===== src/rtl/sa6_stat_pkg.sv =====
package sa6_stat_pkg;

    localparam int BYTE_W = 8;

    // Sa6 error codes, bit 3 = SA61 ... bit 0 = SA64
    localparam logic [3:0] SA6_CODE_A = 4'b0010;
    localparam logic [3:0] SA6_CODE_B = 4'b0011;

    typedef enum logic {
        MODE_SA6   = 1'b0,
        MODE_SPLIT = 1'b1
    } cnt_mode_e;

    typedef enum logic {
        RD_LIVE = 1'b0,
        RD_HELD = 1'b1
    } rd_state_e;

    typedef struct packed {
        logic main;
        logic loss;
        logic aln;
    } inc_req_t;

endpackage


===== src/rtl/sa6_sat_inc.sv =====
module sa6_sat_inc #(
    parameter int W = 8
) (
    input  logic [W-1:0] val,
    input  logic         bump,
    output logic [W-1:0] nxt
);
    always_comb begin
        if (bump && (val != {W{1'b1}})) begin
            nxt = val + W'(1);
        end else begin
            nxt = val;
        end
    end
endmodule


===== src/rtl/sa6_evt_qual.sv =====
module sa6_evt_qual
    import sa6_stat_pkg::*;
(
    input  logic      smf_stb,
    input  logic [3:0] sa6_bits,
    input  logic      mf_stb,
    input  logic      lmfa,
    input  logic      lfa,
    input  logic      realign_pulse,
    input  logic      crc_mf_en,
    input  logic      alarm_sim,
    input  cnt_mode_e mode,
    output inc_req_t  req
);
    logic code_hit;

    always_comb begin
        code_hit = (sa6_bits == SA6_CODE_A) || (sa6_bits == SA6_CODE_B);
        req      = '0;
        unique case (mode)
            MODE_SA6: begin
                req.main = smf_stb && crc_mf_en && (alarm_sim || (!lmfa && code_hit));
            end
            MODE_SPLIT: begin
                req.loss = mf_stb && (alarm_sim || lfa || lmfa);
                req.aln  = realign_pulse || (alarm_sim && mf_stb);
            end
        endcase
    end
endmodule


===== src/rtl/sa6_run_store.sv =====
module sa6_run_store
    import sa6_stat_pkg::*;
#(
    parameter int CNT_W  = 16,
    parameter int LOSS_W = 6,
    parameter int ALN_W  = 2
) (
    input  logic             clk,
    input  logic             rst,
    input  cnt_mode_e        mode,
    input  inc_req_t         req,
    input  logic             latch_en,
    input  logic             sec_tick,
    output logic [CNT_W-1:0] run_q,
    output logic [CNT_W-1:0] lat_q
);
    localparam int LOW_W = CNT_W - LOSS_W - ALN_W;

    logic             snap;
    logic [CNT_W-1:0] base;
    logic [CNT_W-1:0] main_nxt;
    logic [LOSS_W-1:0] loss_nxt;
    logic [ALN_W-1:0]  aln_nxt;
    logic [CNT_W-1:0] run_d;
    logic [CNT_W-1:0] lat_d;

    assign snap = latch_en && sec_tick;
    assign base = snap ? '0 : run_q;

    sa6_sat_inc #(.W(CNT_W)) u_main (
        .val  (base),
        .bump (req.main),
        .nxt  (main_nxt)
    );

    sa6_sat_inc #(.W(LOSS_W)) u_loss (
        .val  (base[CNT_W-1 -: LOSS_W]),
        .bump (req.loss),
        .nxt  (loss_nxt)
    );

    sa6_sat_inc #(.W(ALN_W)) u_aln (
        .val  (base[LOW_W +: ALN_W]),
        .bump (req.aln),
        .nxt  (aln_nxt)
    );

    always_comb begin
        unique case (mode)
            MODE_SA6:   run_d = main_nxt;
            MODE_SPLIT: run_d = {loss_nxt, aln_nxt, {LOW_W{1'b0}}};
        endcase
        lat_d = snap ? run_q : lat_q;
    end

    always_ff @(posedge clk) begin
        if (rst) begin
            run_q <= '0;
            lat_q <= '0;
        end else begin
            run_q <= run_d;
            lat_q <= lat_d;
        end
    end
endmodule


===== src/rtl/sa6_rd_port.sv =====
module sa6_rd_port
    import sa6_stat_pkg::*;
#(
    parameter int CNT_W = 16
) (
    input  logic              clk,
    input  logic              rst,
    input  logic              rd_lo,
    input  logic              rd_hi,
    input  logic [CNT_W-1:0]  vis,
    output logic [BYTE_W-1:0] out_lo,
    output logic [CNT_W-BYTE_W-1:0] out_hi
);
    localparam int HI_W = CNT_W - BYTE_W;

    rd_state_e       state_q;
    rd_state_e       state_d;
    logic [HI_W-1:0] shadow_q;

    always_comb begin
        state_d = state_q;
        unique case (state_q)
            RD_LIVE: if (rd_lo) state_d = RD_HELD;
            RD_HELD: begin
                if (rd_lo)      state_d = RD_HELD;
                else if (rd_hi) state_d = RD_LIVE;
            end
        endcase
    end

    always_ff @(posedge clk) begin
        if (rst) begin
            state_q  <= RD_LIVE;
            shadow_q <= '0;
        end else begin
            state_q <= state_d;
            if (rd_lo) shadow_q <= vis[CNT_W-1:BYTE_W];
        end
    end

    always_comb begin
        out_lo = vis[BYTE_W-1:0];
        unique case (state_q)
            RD_LIVE: out_hi = vis[CNT_W-1:BYTE_W];
            RD_HELD: out_hi = shadow_q;
        endcase
    end
endmodule


===== src/rtl/sa6_err_stat.sv =====
module sa6_err_stat
    import sa6_stat_pkg::*;
#(
    parameter int CNT_W  = 16,
    parameter int LOSS_W = 6,
    parameter int ALN_W  = 2
) (
    input  logic             clk,
    input  logic             rst,
    input  logic             smf_stb,
    input  logic [3:0]       sa6_bits,
    input  logic             mf_stb,
    input  logic             lmfa,
    input  logic             lfa,
    input  logic             realign_pulse,
    input  logic             sec_tick,
    input  logic             crc_mf_en,
    input  logic             latch_en,
    input  logic             mode_sel,
    input  logic             alarm_sim,
    input  logic             rd_lo,
    input  logic             rd_hi,
    output logic [7:0]       cnt_lo,
    output logic [CNT_W-9:0] cnt_hi
);
    cnt_mode_e        mode;
    inc_req_t         req;
    logic [CNT_W-1:0] run_q;
    logic [CNT_W-1:0] lat_q;
    logic [CNT_W-1:0] vis_w;

    assign mode  = cnt_mode_e'(mode_sel);
    assign vis_w = latch_en ? lat_q : run_q;

    sa6_evt_qual u_qual (
        .smf_stb       (smf_stb),
        .sa6_bits      (sa6_bits),
        .mf_stb        (mf_stb),
        .lmfa          (lmfa),
        .lfa           (lfa),
        .realign_pulse (realign_pulse),
        .crc_mf_en     (crc_mf_en),
        .alarm_sim     (alarm_sim),
        .mode          (mode),
        .req           (req)
    );

    sa6_run_store #(
        .CNT_W  (CNT_W),
        .LOSS_W (LOSS_W),
        .ALN_W  (ALN_W)
    ) u_store (
        .clk      (clk),
        .rst      (rst),
        .mode     (mode),
        .req      (req),
        .latch_en (latch_en),
        .sec_tick (sec_tick),
        .run_q    (run_q),
        .lat_q    (lat_q)
    );

    sa6_rd_port #(.CNT_W(CNT_W)) u_rd (
        .clk    (clk),
        .rst    (rst),
        .rd_lo  (rd_lo),
        .rd_hi  (rd_hi),
        .vis    (vis_w),
        .out_lo (cnt_lo),
        .out_hi (cnt_hi)
    );
endmodule


===== config.mk =====
export PLATFORM = sky130hd
export DESIGN_NAME = sa6_err_stat
export DESIGN_NICKNAME = d
export VERILOG_FILES = /design/src/rtl/sa6_stat_pkg.sv /design/src/rtl/sa6_sat_inc.sv /design/src/rtl/sa6_evt_qual.sv /design/src/rtl/sa6_run_store.sv /design/src/rtl/sa6_rd_port.sv /design/src/rtl/sa6_err_stat.sv
export SDC_FILE = /design/constraint.sdc
export NUM_CORES = 1
export LEC_CHECK = 0
export BUFFER_PORTS_ARGS = -buffer_cell sky130_fd_sc_hd__buf_2
export CORE_MARGIN = 4
export CORE_UTILIZATION = 37
export DETAILED_ROUTE_END_ITERATION = 16
export PLACE_DENSITY = 0.53
export SYNTH_ARGS = -nofsm -noshare
export SYNTH_HDL_FRONTEND = slang
export SYNTH_SLANG_ARGS = --single-unit

===== constraint.sdc =====
create_clock -name clk -period 5.5 [get_ports clk]
set_input_delay 0.825 -clock clk [delete_from_list [all_inputs] [get_ports clk]]
set_output_delay 0.825 -clock clk [all_outputs]
set_load 0.05 [all_outputs]

### After elaboration in Yosys (flattened, before gate mapping)

Cells that the tools add are included.

* $add $sub $neg: 3
* eq/ne operators: 5
* muxes and demuxes: 13
* bitwise operators: 2
* reduce and logical (&&, ||, !) cells: 15

Operators by type and width (number)
* $mux 16: 3
* $pmux 16 s2: 1
* $add 16x1->16 const B: 1
* $ne 16x16->1 const B: 1
* $pmux 8 s2: 1
* $logic_and 1x1->1: 9
* $eq 4x2->1 const B: 2
* $add 6x1->6 const B: 1
* $mux 6: 1
* $ne 6x6->1 const B: 1
* $logic_or 1x1->1: 5
* $mux 1: 4
* $mux 2: 2
* $add 2x1->2 const B: 1
* $ne 2x2->1 const B: 1
* $not 1->1: 2
* $pmux 1 s2: 1
* $logic_not 1->1: 1

* register bits after elaboration: 41
* input bits: 18
* logic and storage cells: 42

### Depth between registers and ports, before layout

Gate-level depths: netlist (run 1).

* word-level depth: 9
* depth in mapped cells: 11

### By module

A second synthesis (run 1) with hierarchy kept.

* cells, all modules: 284
* area, all modules: 2792.7 sq um

By module, submodules not included
* sa6_run_store: times used 1, cells each 135, area an instance 1388.8 sq um
* sa6_rd_port: times used 1, cells each 47, area an instance 511.7 sq um
* sa6_sat_inc at u_store.u_main: times used 1, cells each 54, area an instance 387.9 sq um
* sa6_err_stat: times used 1, cells each 18, area an instance 249.0 sq um
* sa6_sat_inc at u_store.u_loss: times used 1, cells each 20, area an instance 156.4 sq um
* sa6_sat_inc at u_store.u_aln: times used 1, cells each 4, area an instance 50.0 sq um
* sa6_evt_qual: times used 1, cells each 6, area an instance 48.8 sq um

### Least setup slack after synthesis (run 1)

No wires, ideal clock.

* path type: input-to-output
* from: input port latch_en
* to: output port cnt_hi[6]
* data arrival time: 2.439 ns
* required time: 4.675 ns
* setup slack: 2.236 ns
* stages: 4
* path buffers: 2
* path through: clkbuf_1 clkbuf_1 mux2i_1 mux2i_1

* longest elaborated chain between the ends: 2

Ends and longest elaborated chain
* from (decl): line sa6_err_stat.sv:18 `input logic latch_en,`
* $mux 16: line sa6_err_stat.sv:33 `assign vis_w = latch_en ? lat_q : run_q;`
* $pmux 8 s2: line sa6_rd_port.sv:43 `unique case (state_q)`
* to (decl): line sa6_err_stat.sv:24 `output logic [CNT_W-9:0] cnt_hi`

No other way between the ends.

### Final worst setup path (run 1)

* from: input port latch_en
* to: register u_store.run_q[1]

* longest elaborated chain between the ends: 6

Ends and longest elaborated chain
* $logic_and 1x1->1 *: line sa6_run_store.sv:27 `assign snap = latch_en && sec_tick;`
* $mux 16 *: line sa6_run_store.sv:28 `assign base = snap ? '0 : run_q;`
* branches (longest 2 deep; another with $add 16x1->16)
* $mux 16 *: line sa6_sat_inc.sv:9 `if (bump && (val != {W{1'b1}})) begin`
* $pmux 16 s2 *: line sa6_run_store.sv:49 `unique case (mode)`
* to (signal assigned): line sa6_run_store.sv:61 `run_q <= run_d;`
* to (decl): line sa6_run_store.sv:14 `output logic [CNT_W-1:0] run_q,`

Mark *: on every way between the ends.
A chain may end at the register's enable or synchronous reset.

==> impl_results.md, run 1 <==
- Status: finished, final reports clean
- Slew headroom: 0.518
- CTS Hold Bufs: 0
- CTS root buf: clkbuf_8
- Number of port buffers: 32
- Slew Limit Fails: 0
- Period utilisation layout: 0.594
- Total track usage: 0.147
- Pre-antenna DRT Iters: 4
- Dpl hpwl: 3510 µm
- DR vias: 1843
- Netlist cell types: 48
- Final-report setup violation count: 0
- CORE AREA: 5990 µm²
- Detailed Route WL: 5120 µm
- Placer Congestion: 0.746
- Site Rows: 28
- Setup TNS: 0 ns
- Peak VDD IR: 0.130 mV
- 1st-iter DRT viols: 99
- Area of the die: 7560 µm²
- Largest area contributor in the netlist: dfxtp_1
- WL per Instance: 14.4 µm
- Pin count of the biggest net entering global routing: 38
- Critical Path RT: 5.69 ns
- Die X: 87.0 µm
- Number of enable flip-flop cells after synthesis: 0
- Crit. End Element: register
- Top_reg_cell synth: dfxtp_1
- Leak Pwr: 1.02 nW
- Initial antenna violation count: 0
- Vias in the first global route: 1821
- Final core occ: 0.425
- Pwr Density: 244 nW/µm²
- Reg2Reg Depth: 7
- Mapped Cells: 262
- Synth Area per Inst: 8.81 µm²
- Slew @ Worst Pin: 0.722 ns
- Post-Syn Nets: 283
- CTS tree: yes
- Min cycle time layout: 3.27 ns
- Diode count: 0
- Clk buf depth: 2
- Crit Path Class: in -> reg
- WP data arrival: 3.45 ns
- Register area share after synthesis: 0.356
- Critical path fanouts, max: 28
- Max Cap Viol: 0
- Setup bufs post-CTS: 0
- Worst Skew: 0.00390 ns
- Top post-synthesis cells by area: dfxtp_1 36%, mux2_2 8.8%, nand2_1 7.0%
- FFs w/ async S/R, synth: 0
- Worst-path clk slew: 0.08 ns
- TritonCTS Buffers: 5
- Synth-to-layout area growth: 10.4%
- Achievable Freq: 306 MHz
- Die H: 87.0 µm
- Mapped Area: 2310 µm²
- Min-delay worst type: reg -> reg
- Unrepaired setup endpoints after global routing: false
- # nets final: 300
- Num ports: 34
- DR DRC count: 0
- H-tree levels: 2
- Starting Density: 0.385
- Ys Warns: 0
- Layout cell share with drive strength beyond 1: 0.243
- Clock sink count: 41
- Clk Latency, worst-skew pair: 0.29 ns
- Share of the synthesized area in the top cell type: 0.356
- First-pass GRT wire length: 8800 µm
- Post-DRT Antenna Nets: 0
- Hold Path Stages: 2
- Register bit count reported by yosys: 41
- Total gr overflow: 0
- Startpoint types: primary input
- CTS resizes: 0
- DR vias/cell: 5.19
- Final Hold Fails: 0
## cell usage in the layout, fill, tap and decap left out, types with 2 or more instances in the layout
| master | n |
|---|---|
| o31ai_1 | 2 |
| and4_1 | 2 |
| a2111oi_0 | 3 |
| mux2i_1 | 13 |
| and2_1 | 6 |
| a31o_2 | 2 |
| a211oi_1 | 7 |
| o21a_1 | 2 |
| nor2_1 | 14 |
| o21ai_0 | 2 |
| and3_1 | 2 |
| nand4_1 | 5 |
| xnor2_1 | 7 |
| nand2_1 | 43 |
| mux2_2 | 18 |
| a21oi_1 | 24 |
| a21o_1 | 2 |
| clkbuf_8 | 6 |
| buf_2 | 32 |
| nor3_1 | 6 |
| inv_1 | 8 |
| dfxtp_1 | 41 |
| ha_1 | 3 |
| nand3_1 | 4 |
## path summary, 6_finish.rpt
kind / from / to / slack, ns
worst min-delay path: u_store.lat_q[0] / u_store.lat_q[0] / 0.45
worst max register to register: u_store.run_q[11] / u_store.run_q[1] / 2.92
worst min register to register: u_store.lat_q[0] / u_store.lat_q[0] / 0.45
worst max-delay path: latch_en / u_store.run_q[1] / 2.23
## cells in the mapped netlist, types with 6 or more instances
| master | number |
|---|---|
| a211oi_1 | 7 |
| a21oi_1 | 24 |
| and2_1 | 6 |
| buf_4 | 8 |
| clkbuf_1 | 12 |
| dfxtp_1 | 41 |
| inv_1 | 8 |
| mux2_2 | 18 |
| mux2i_1 | 13 |
| nand2_1 | 43 |
| nor2_1 | 14 |
| nor3_1 | 6 |
| xnor2_1 | 7 |
## worst max-delay path: stages
cell	delay [ns]
buf_2	0.26
nand2_1	0.15
buf_4	0.31
and2_1	0.22
ha_1	0.28
nand2_1	0.16
nor4_4	0.51
a21oi_1	0.27
mux2_2	0.31
and2_1	0.15
## routing by layer
metal	up-vias	global-route usage	wire length [µm]
met2	32	0.219	2180
met5	-	0	0
met4	0	0.0340	25
met1	843	0.208	2730
met3	2	0.0426	189
li1	966	-	-
## cell type report
cell class	instances	area [µm²]
tap	75	93.8
inverter	8	30.0
fill	639	3440
clock inverter	1	30.0
multi-input combinational	190	1320
sequential	41	821
clock buffer	7	86.3
timing repair buffer	33	168
## registers in the layout, summed over array words and instances, names as in the netlist
signal         count
u_store.lat_q     16
u_rd.state_q       1
u_rd.shadow_q      8
u_store.run_q     16
## through the flow
| stage | hold WS (ns) | total power, mW | worst slack, ns | cell area, µm² | instances |
|---|---|---|---|---|---|
| 6_report | 0.455 | 0.621 | 2.23 | 2550 | 355 |
| 5_1_grt | 0.472 | 0.656 | 2.06 | 2550 | 355 |
| 3_5_place_dp | 0.444 | 0.374 | 1.95 | 2430 | 347 |
| 2_1_floorplan | 0.433 | 0.358 | 2.24 | 2310 | 262 |
| 4_1_cts | 0.456 | 0.632 | 2.24 | 2550 | 355 |
| 3_3_place_gp | 0.439 | 0.374 | 1.96 | 2430 | 347 |
## cell families (layout without fill, tap and decap cells)
group           count (synthesis)  count (layout)  synth area share
simple gates                   93              93             0.209
fa+ha+maj                       3               3            0.0163
flops                          41              41             0.356
xor+xnor                        8               8            0.0304
buf+inv                        31              49            0.0732
compound gates                 55              55             0.171
mux                            31              31             0.144
## report_power, final
group          total, mW  switching (mW)  leakage, nW  internal (mW)
logic             0.0593          0.0382        0.627         0.0211
registers          0.307         0.00541        0.332          0.302
clock network      0.254           0.106       0.0585          0.148
Note: power is estimated with default switching activity, not from simulation.
==> run 2, diff against run 1 <==
--- a/config.mk
+++ b/config.mk
@@ -5,6 +5,7 @@
 export SDC_FILE = /design/constraint.sdc
 export NUM_CORES = 1
 export LEC_CHECK = 0
+export ABC_AREA = 1
 export BUFFER_PORTS_ARGS = -buffer_cell sky130_fd_sc_hd__buf_2
 export CORE_MARGIN = 4
 export CORE_UTILIZATION = 37
==> constraint.sdc (replaced) <==
create_clock -name clk -period 3.3 [get_ports clk]
set_input_delay 0.495 -clock clk [delete_from_list [all_inputs] [get_ports clk]]
set_output_delay 0.495 -clock clk [all_outputs]
set_load 0.05 [all_outputs]
==> run 2 against run 1 <==
Worst setup slack worse by 1.3 ns. Combinational power grew to 2.8 times the previous value. Sequential power increased by 73%. Hold slack worse by 0.0032 ns. Utilization fell by 0.31 points. Final cell count up 31%.
==> impl_results.md, run 2 <==
- Clock share of power: 0.359 (was 0.410)
- CTS root buf: clkbuf_8 (unchanged)
- Met1 Use GR: 0.216 (was 0.208)
- Setup bufs post-CTS: 0 (unchanged)
- Starting Density: 0.381 (was 0.385)
- Min cycle time layout: 2.37 ns
- Initial antenna violation count: 0 (unchanged)
- RR Startpoint: u_store.run_q[0] (was u_store.run_q[11])
- Reg power frac: 0.486 (was 0.495)
- Most numerous cell in the Yosys netlist: nand2_1 (unchanged)
- # nets final: 408 (was 300)
- Slew headroom: 0.375 (was 0.518)
- Clock sink count: 41 (unchanged)
- TritonCTS Buffers: 5 (unchanged)
- Min-delay worst type: reg -> reg (unchanged)
- Register bit count reported by yosys: 41 (unchanged)
- Start point of the worst hold path: u_store.lat_q[14] (was u_store.lat_q[0])
- Hold Path Stages: 2 (unchanged)
- Number of enable flip-flop cells after synthesis: 0 (unchanged)
- Slew Limit Fails: 0 (unchanged)
- Total track usage: 0.147 (about the same)
- Sw Share: 0.282 (was 0.241)
- DR vias/cell: 4.89 (was 5.19)
- First-pass GRT wire length: 9270 µm (was 8800 µm)
- Placer Congestion: 0.827 (was 0.746)
- Hold endpoint: u_store.lat_q[14] (was u_store.lat_q[0])
- Clk Latency, worst-skew pair: 0.29 ns (about the same)
- Worst-path clk slew: 0.08 ns (about the same)
- FF-to-FF End: u_store.run_q[13] (was u_store.run_q[1])
- Met2 usage: 0.219 (about the same)
- Diode count: 0 (unchanged)
- CTS Hold Bufs: 0 (unchanged)
- FFs w/ async S/R, synth: 0 (unchanged)
- DR DRC count: 0 (unchanged)
- Crit-path leading delay family: simple AND/OR/NAND/NOR gates (unchanged)
- Leak Pwr: 1.17 nW (was 1.02 nW)
- Final-report setup violation count: 0 (unchanged)
- DR vias: 2269 (was 1843)
- Slowest-stage cell, CP: buf_4 (was nor4_4)
- Combinational power share: 0.154 (was 0.095)
- H-tree levels: 2 (unchanged)
- Setup TNS: 0 ns (unchanged)
- Peak VDD IR: 0.210 mV (was 0.130 mV)
- Die H: 88.9 µm (was 87.0 µm)
- Layout cell share with drive strength beyond 1: 0.181 (was 0.243)
- DP Area: 2570 µm² (was 2430 µm²)
- Top_reg_cell synth: dfxtp_1 (unchanged)
- Most common cell after layout, fill and taps aside: nand2_1 (unchanged)
- 1st-iter DRT viols: 97 (was 99)
- GR Layer Usage met3: 0.0313 (was 0.0426)
- CTS tree: yes (unchanged)
- CP max stage delay: 0.36 ns (was 0.51 ns)
- Site Rows: 29 (was 28)
- Crit. End Element: register (unchanged)
- Register area share after synthesis: 0.339 (was 0.356)
- Critical Path RT: 3.49 ns (was 5.69 ns)
- Vias in the first global route: 1909 (was 1821)
- Die X: 88.9 µm (was 87.0 µm)
- Unrepaired setup endpoints after global routing: false (unchanged)
- Critical path fanouts, max: 35 (was 28)
- Total power: 1.09 mW (was 0.621 mW)
- Period utilisation layout: 0.719
- Pwr Density: 407 nW/µm² (was 244 nW/µm²)
- CORE AREA: 6350 µm² (was 5990 µm²)
- Synth Area per Inst: 6.60 µm² (was 8.81 µm²)
- Number of port buffers: 32 (unchanged)
- Status: finished, final reports clean (unchanged)
- Area of the die: 7900 µm² (was 7560 µm²)
- Reg2Reg Depth: 12 (was 7)
- WL per Instance: 11.8 µm (was 14.4 µm)
- Crit Path Class: in -> reg (unchanged)
- Mapped Area: 2420 µm² (was 2310 µm²)
- Num ports: 34 (unchanged)
- Post-DRT Antenna Nets: 0 (unchanged)
- Commonest cells in the netlist: 74 x nand2_1, 47 x inv_1, 47 x o21ai_0, 41 x dfxtp_1, 34 x a21oi_1 (was 43 x nand2_1, 41 x dfxtp_1, 24 x a21oi_1, 18 x mux2_2, 14 x nor2_1)
- Post-Syn Nets: 388 (was 283)
- Pre-antenna DRT Iters: 6 (was 4)
- Pin count of the biggest net entering global routing: 36 (was 38)
- Slew @ Worst Pin: 0.936 ns (was 0.722 ns)
- Dpl hpwl: 4060 µm (was 3510 µm)
- Psw: 0.308 mW (was 0.150 mW)
- Total gr overflow: 0 (unchanged)
- Pint: 0.784 mW (was 0.471 mW)
- Register-to-Register Setup Slack: 1.38 ns (was 2.92 ns)
- Fillers: 660 (was 639)
- Largest area contributor in the netlist: dfxtp_1 (unchanged)
- Most frequent cells in the layout: 74 x nand2_1, 47 x inv_1, 47 x o21ai_0 (was 43 x nand2_1, 41 x dfxtp_1, 32 x buf_2)
- Crit path cell chain: buf_2 > nand2_4 > buf_4 > nand2_1 > inv_1 > ha_1 > nand2_1 > nor2_2 > nand2_1 > nand2_2 > inv_1 > nand2_1 > nand3_1 > nand2_1 > nor2_1 (was buf_2 > nand2_1 > buf_4 > and2_1 > ha_1 > nand2_1 > nor4_4 > a21oi_1 > mux2_2 > and2_1)
- Achievable Freq: 421 MHz
- Startpoint types: primary input (unchanged)
- Worst Skew: 0.00348 ns (was 0.00390 ns)
- Synth-to-layout area growth: 10.6% (was 10.4%)
- Worst path buffer plus inverter count: 4 (was 2)
- Top flop regs: u_store.lat_q x16, u_store.run_q x16, u_rd.shadow_q x8 (unchanged)
- Ys Warns: 0 (unchanged)
- CTS resizes: 0 (unchanged)
- Post-route worst setup slack: 0.927 ns (was 2.23 ns)
- Share of the synthesized area in the top cell type: 0.339 (was 0.356)
- Netlist cell types: 30 (was 48)
- Top Usage Layer GRT: met2 (unchanged)
- Top post-synthesis cells by area: dfxtp_1 34%, nand2_1 11%, o21ai_0 9.7% (was dfxtp_1 36%, mux2_2 8.8%, nand2_1 7.0%)
- Final Hold Fails: 0 (unchanged)
- Clk buf depth: 2 (unchanged)
- Detailed Route WL: 5490 µm (was 5120 µm)
- WP data arrival: 2.56 ns (was 3.45 ns)
- Max Cap Viol: 0 (unchanged)
- CP startpoint: latch_en (unchanged)
- Post-Place Worst Slack: 0.614 ns (was 1.95 ns)
- Cell area after layout: 2680 µm² (was 2550 µm²)
- CP dominant cell by count: nand2_1
- Mapped Cells: 367 (was 262)
[run 2: cell count changes in the layout (fill, tap and decap cells not counted), sizes merged, moves of 13 or more]
cell | before | now
nor2 | 14 | 38
nand2 | 43 | 83
mux2i | 13 | 0
inv | 8 | 49
mux2 | 18 | 0
nand3 | 4 | 28
o21ai | 3 | 48
[run 2: power groups by stage]
stage / combinational, mW / clock [mW] / sequential (mW)
after global routing: 0.189 / 0.430 / 0.534
after CTS: 0.171 / 0.408 / 0.531
after detailed placement: 0.170 / 0 / 0.542
final: 0.169 / 0.392 / 0.531
after floorplan: 0.135 / 0 / 0.537
after global placement: 0.169 / 0 / 0.542
[run 2: logic make-up after synthesis]
kind of cell | share of synthesized area
simple gates | 0.312
fa+ha+maj | 0.0155
flops | 0.339
buf+inv | 0.128
compound gates | 0.206
[run 2: how the worst max path moves through the flow]
stage / to / cells past startpoint / slack [ns]
3_3_place_gp: u_store.run_q[14] / 15 / 0.63
5_1_grt: u_store.run_q[14] / 15 / 0.69
6_report: u_store.run_q[14] / 15 / 0.93
3_5_place_dp: u_store.run_q[14] / 15 / 0.61
4_1_cts: u_store.run_q[14] / 15 / 0.93
2_1_floorplan: cnt_hi[3] / 3 / 0.85
[run 2: cell type report]
type,count,area (µm²),share of cell area
Clock buffer,5,68.8,0.0257
Tap cell,77,96.3,0.0360
Inverter,49,184,0.0687
Sequential cell,41,821,0.306
Timing Repair Buffer,35,183,0.0682
Multi-Input combinational cell,255,1290,0.482
Clock inverter,2,35.0,0.0131
[run 2: per-stage QoR]
stage,util,hold slack [ns],instances
after floorplan,-,0.429,367
after global routing,0.422,0.465,464
after CTS,0.422,0.458,464
after global placement,0.406,0.439,457
final,0.422,0.452,464
after detailed placement,0.406,0.445,457
[run 2: worst register-to-register path: stages (launching register included)]
cell,delay [ns]
dfxtp_1,0.33
inv_1,0.07
nor2_1,0.15
ha_1,0.21
nand2_1,0.07
inv_1,0.06
nand3_2,0.08
nor2_1,0.27
nand4_2,0.21
nand3_1,0.17
nand3_1,0.08
nand2_1,0.06
nor2_1,0.05
[run 2: routing by layer]
layer  vias to the layer above  wire length (µm)
met1                      1004              2950
met5                         -                 0
met3                         4               219
met2                        35              2270
met4                         0                48
li1                       1226                 -
==> run 3, diff against run 2 <==
--- a/config.mk
+++ b/config.mk
@@ -10,7 +10,7 @@
 export CORE_MARGIN = 4
 export CORE_UTILIZATION = 37
 export DETAILED_ROUTE_END_ITERATION = 16
-export PLACE_DENSITY = 0.53
+export PLACE_DENSITY = 0.55
 export SYNTH_ARGS = -nofsm -noshare
 export SYNTH_HDL_FRONTEND = slang
 export SYNTH_SLANG_ARGS = --single-unit
==> constraint.sdc (replaced) <==
create_clock -name clk -period 2 [get_ports clk]
set_input_delay 0.3 -clock clk [delete_from_list [all_inputs] [get_ports clk]]
set_output_delay 0.3 -clock clk [all_outputs]
set_load 0.05 [all_outputs]
==> run 3 against run 2 <==
Clock-buffer cell count unchanged. Clock power is 65% higher. Hold slack got worse by 0.17 ns. First-iteration DRC count rose by 55%. Critical path type is now reg -> reg. Critical endpoint is now u_store.run_q[11]. Largest power group unchanged.
==> impl_results.md, run 3 (same netlist as run 2, synthesis figures left out) <==
- Status: finished, final reports clean (unchanged)
- CP max stage delay: 0.33 ns (was 0.36 ns)
- Psw: 0.512 mW (was 0.308 mW)
- Achievable Freq: 552 MHz
- Most common cell after layout, fill and taps aside: nand2_1 (unchanged)
- Peak VDD IR: 0.313 mV (was 0.210 mV)
- Most frequent cells in the layout: 74 x nand2_1, 47 x inv_1, 41 x dfxtp_1 (was 74 x nand2_1, 47 x inv_1, 47 x o21ai_0)
- Sw Share: 0.281 (was 0.282)
- Vias in the first global route: 2020 (was 1909)
- Post-DRT Antenna Nets: 0 (unchanged)
- Combinational power share: 0.166 (was 0.154)
- Crit path cell chain: inv_1 > nor2_1 > ha_1 > nand2_1 > inv_1 > nand3_2 > nor2_1 > buf_4 > nand4_1 > nand3_1 > nand3_1 > a21oi_1 (was buf_2 > nand2_4 > buf_4 > nand2_1 > inv_1 > ha_1 > nand2_1 > nor2_2 > nand2_1 > nand2_2 > inv_1 > nand2_1 > nand3_1 > nand2_1 > nor2_1)
- Min cycle time layout: 1.81 ns
- Leak Pwr: 1.28 nW (was 1.17 nW)
- Layout cell share with drive strength beyond 1: 0.226 (was 0.181)
- Num ports: 34 (unchanged)
- FF-to-FF End: u_store.run_q[11] (was u_store.run_q[13])
- Clk Latency, worst-skew pair: 0.29 ns (about the same)
- TritonCTS Buffers: 5 (unchanged)
- Min-delay worst type: in -> reg (was reg -> reg)
- Clk buf depth: 2 (unchanged)
- Diode count: 0 (unchanged)
- Max Cap Viol: 0 (unchanged)
- 1st-iter DRT viols: 150 (was 97)
- Slowest-stage cell, CP: dfxtp_1 (was buf_4)
- Pwr Density: 641 nW/µm² (was 407 nW/µm²)
- Crit. End Element: register (unchanged)
- Area of the die: 7900 µm² (unchanged)
- RR Startpoint: u_store.run_q[0] (unchanged)
- Final Hold Fails: 0 (unchanged)
- Dpl hpwl: 4360 µm (was 4060 µm)
- Initial antenna violation count: 0 (unchanged)
- CTS root buf: clkbuf_8 (unchanged)
- WL per Instance: 11.7 µm (was 11.8 µm)
- Final std cells w/o fill: 484 (was 464)
- Top flop regs: u_store.lat_q x16, u_store.run_q x16, u_rd.shadow_q x8 (unchanged)
- CORE AREA: 6350 µm² (unchanged)
- Post-route worst setup slack: 0.187 ns (was 0.927 ns)
- Final core occ: 0.448 (was 0.422)
- Detailed Route WL: 5660 µm (was 5490 µm)
- Setup TNS: 0 ns (unchanged)
- Slew headroom: 0.662 (was 0.375)
- Critical path fanouts, max: 4 (was 35)
- DR DRC count: 0 (unchanged)
- Crit-path leading delay family: simple AND/OR/NAND/NOR gates (unchanged)
- Critical Path RT: 2.22 ns (was 3.49 ns)
- Die X: 88.9 µm (unchanged)
- CTS tree: yes (unchanged)
- Pint: 1.31 mW (was 0.784 mW)
- Unrepaired setup endpoints after global routing: true (was false)
- Pin count of the biggest net entering global routing: 33 (was 36)
- FF+latch area: 821 µm² (unchanged)
- Starting Density: 0.381 (unchanged)
- CTS Hold Bufs: 0 (unchanged)
- Pre-antenna DRT Iters: 4 (was 6)
- Hold endpoint: u_store.run_q[15] (was u_store.lat_q[14])
- Worst Skew: 0.00576 ns (was 0.00348 ns)
- Number of port buffers: 32 (unchanged)
- DP Area: 2740 µm² (was 2570 µm²)
- Crit Path Class: reg -> reg (was in -> reg)
- Final-report setup violation count: 0 (unchanged)
- Die H: 88.9 µm (unchanged)
- Slew @ Worst Pin: 0.506 ns (was 0.936 ns)
- WL met3: 259 µm (was 219 µm)
- Placed Cells incl. Taps: 477 (was 457)
- Clock sink count: 41 (unchanged)
- Period utilisation layout: 0.906
- Worst path buffer plus inverter count: 3 (was 4)
- Fillers: 652 (was 660)
- Hold Path Stages: 2 (unchanged)
- Met2 WL: 2300 µm (was 2270 µm)
- DR vias/cell: 4.83 (was 4.89)
- Placer Congestion: 0.858 (was 0.827)
- Startpoint types: register (was primary input)
- WP data arrival: 2.03 ns (was 2.56 ns)
- Cell area after layout: 2850 µm² (was 2680 µm²)
- Slew Limit Fails: 0 (unchanged)
- Reg2Reg Depth: 12 (unchanged)
- Start point of the worst hold path: rst (was u_store.lat_q[14])
- First-pass GRT wire length: 9620 µm (was 9270 µm)
- M1 wire length: 3040 µm (was 2950 µm)
- Register-to-Register Setup Slack: 0.19 ns (was 1.38 ns)
- # nets final: 428 (was 408)
- Worst-path clk slew: 0.08 ns (about the same)
- Site Rows: 29 (unchanged)
- Footprint of the multi-input gates: 1300 µm² (was 1290 µm²)
- DR vias: 2338 (was 2269)
- Synth-to-layout area growth: 17.6% (was 10.6%)
- Top routing layer in use: met4 (unchanged)
- H-tree levels: 2 (unchanged)
- Reg power frac: 0.480 (was 0.486)
- Post-Place Worst Slack: -0.0498 ns (was 0.614 ns)
- Clock share of power: 0.354 (was 0.359)
- Total gr overflow: 0 (unchanged)
- Total track usage: 0.154 (was 0.147)
-- run 3: changes by cell type in the layout (fill, tap and decap cells not counted), sizes merged --
cell	previous run	this run
buf	35	55
-- run 3: metrics by stage --
stage                     hold slack (ns)  total power, mW
after detailed placement            0.440             1.20
final                               0.279             1.82
after global placement              0.436             1.19
after CTS                           0.278             1.85
after floorplan                     0.362             1.11
after global routing                0.284             1.92
-- run 3: worst max-delay path by stage --
| stage | cells past startpoint | from | slack [ns] | end |
|---|---|---|---|---|
| floorplan | 15 | sec_tick | 0.05 | u_store.run_q[12] |
| global placement | 10 | sec_tick | -0.03 | u_store.run_q[7] |
| detailed placement | 12 | latch_en | -0.05 | u_store.run_q[10] |
| CTS | 12 | u_store.run_q[1] | 0.18 | u_store.run_q[11] |
| global route | 12 | u_store.run_q[1] | 0.009 | u_store.run_q[11] |
| finish | 12 | u_store.run_q[0] | 0.19 | u_store.run_q[11] |
-- run 3: final cells by class --
cell class / instances / area share
Clock buffer: 5 / 0.0242
Sequential cell: 41 / 0.288
Clock inverter: 2 / 0.0123
Multi-Input combinational cell: 255 / 0.455
Inverter: 49 / 0.0646
Timing Repair Buffer: 55 / 0.121
Tap cell: 77 / 0.0338
-- run 3: power by group through the flow --
stage	Combinational (mW)	Sequential (mW)	Clock, mW
2_1_floorplan	0.225	0.887	0
3_3_place_gp	0.301	0.893	0
6_report	0.304	0.875	0.645
4_1_cts	0.306	0.875	0.673
3_5_place_dp	0.305	0.895	0
5_1_grt	0.337	0.881	0.700
-- run 3: per-layer routing --
metal	GRT usage	up-vias
met4	0.0412	0
li1	-	1263
met2	0.218	43
met3	0.0304	6
met5	0	-
met1	0.235	1026
-- run 3: worst register-to-register path: stages (launching register included) --
cell and delay [ns]:
dfxtp_1 0.33, inv_1 0.07, nor2_1 0.15, ha_1 0.19, nand2_1 0.06, inv_1 0.06, nand3_2 0.09, nor2_1 0.17
buf_4 0.14, nand4_1 0.13, nand3_1 0.14, nand3_1 0.08, a21oi_1 0.12
-- run 3: what timing repair did --
item	CTS	global route
setup buffers	0	0
resized for setup	0	2
setup endpoints to repair	0	7
hold endpoints to repair	0	0
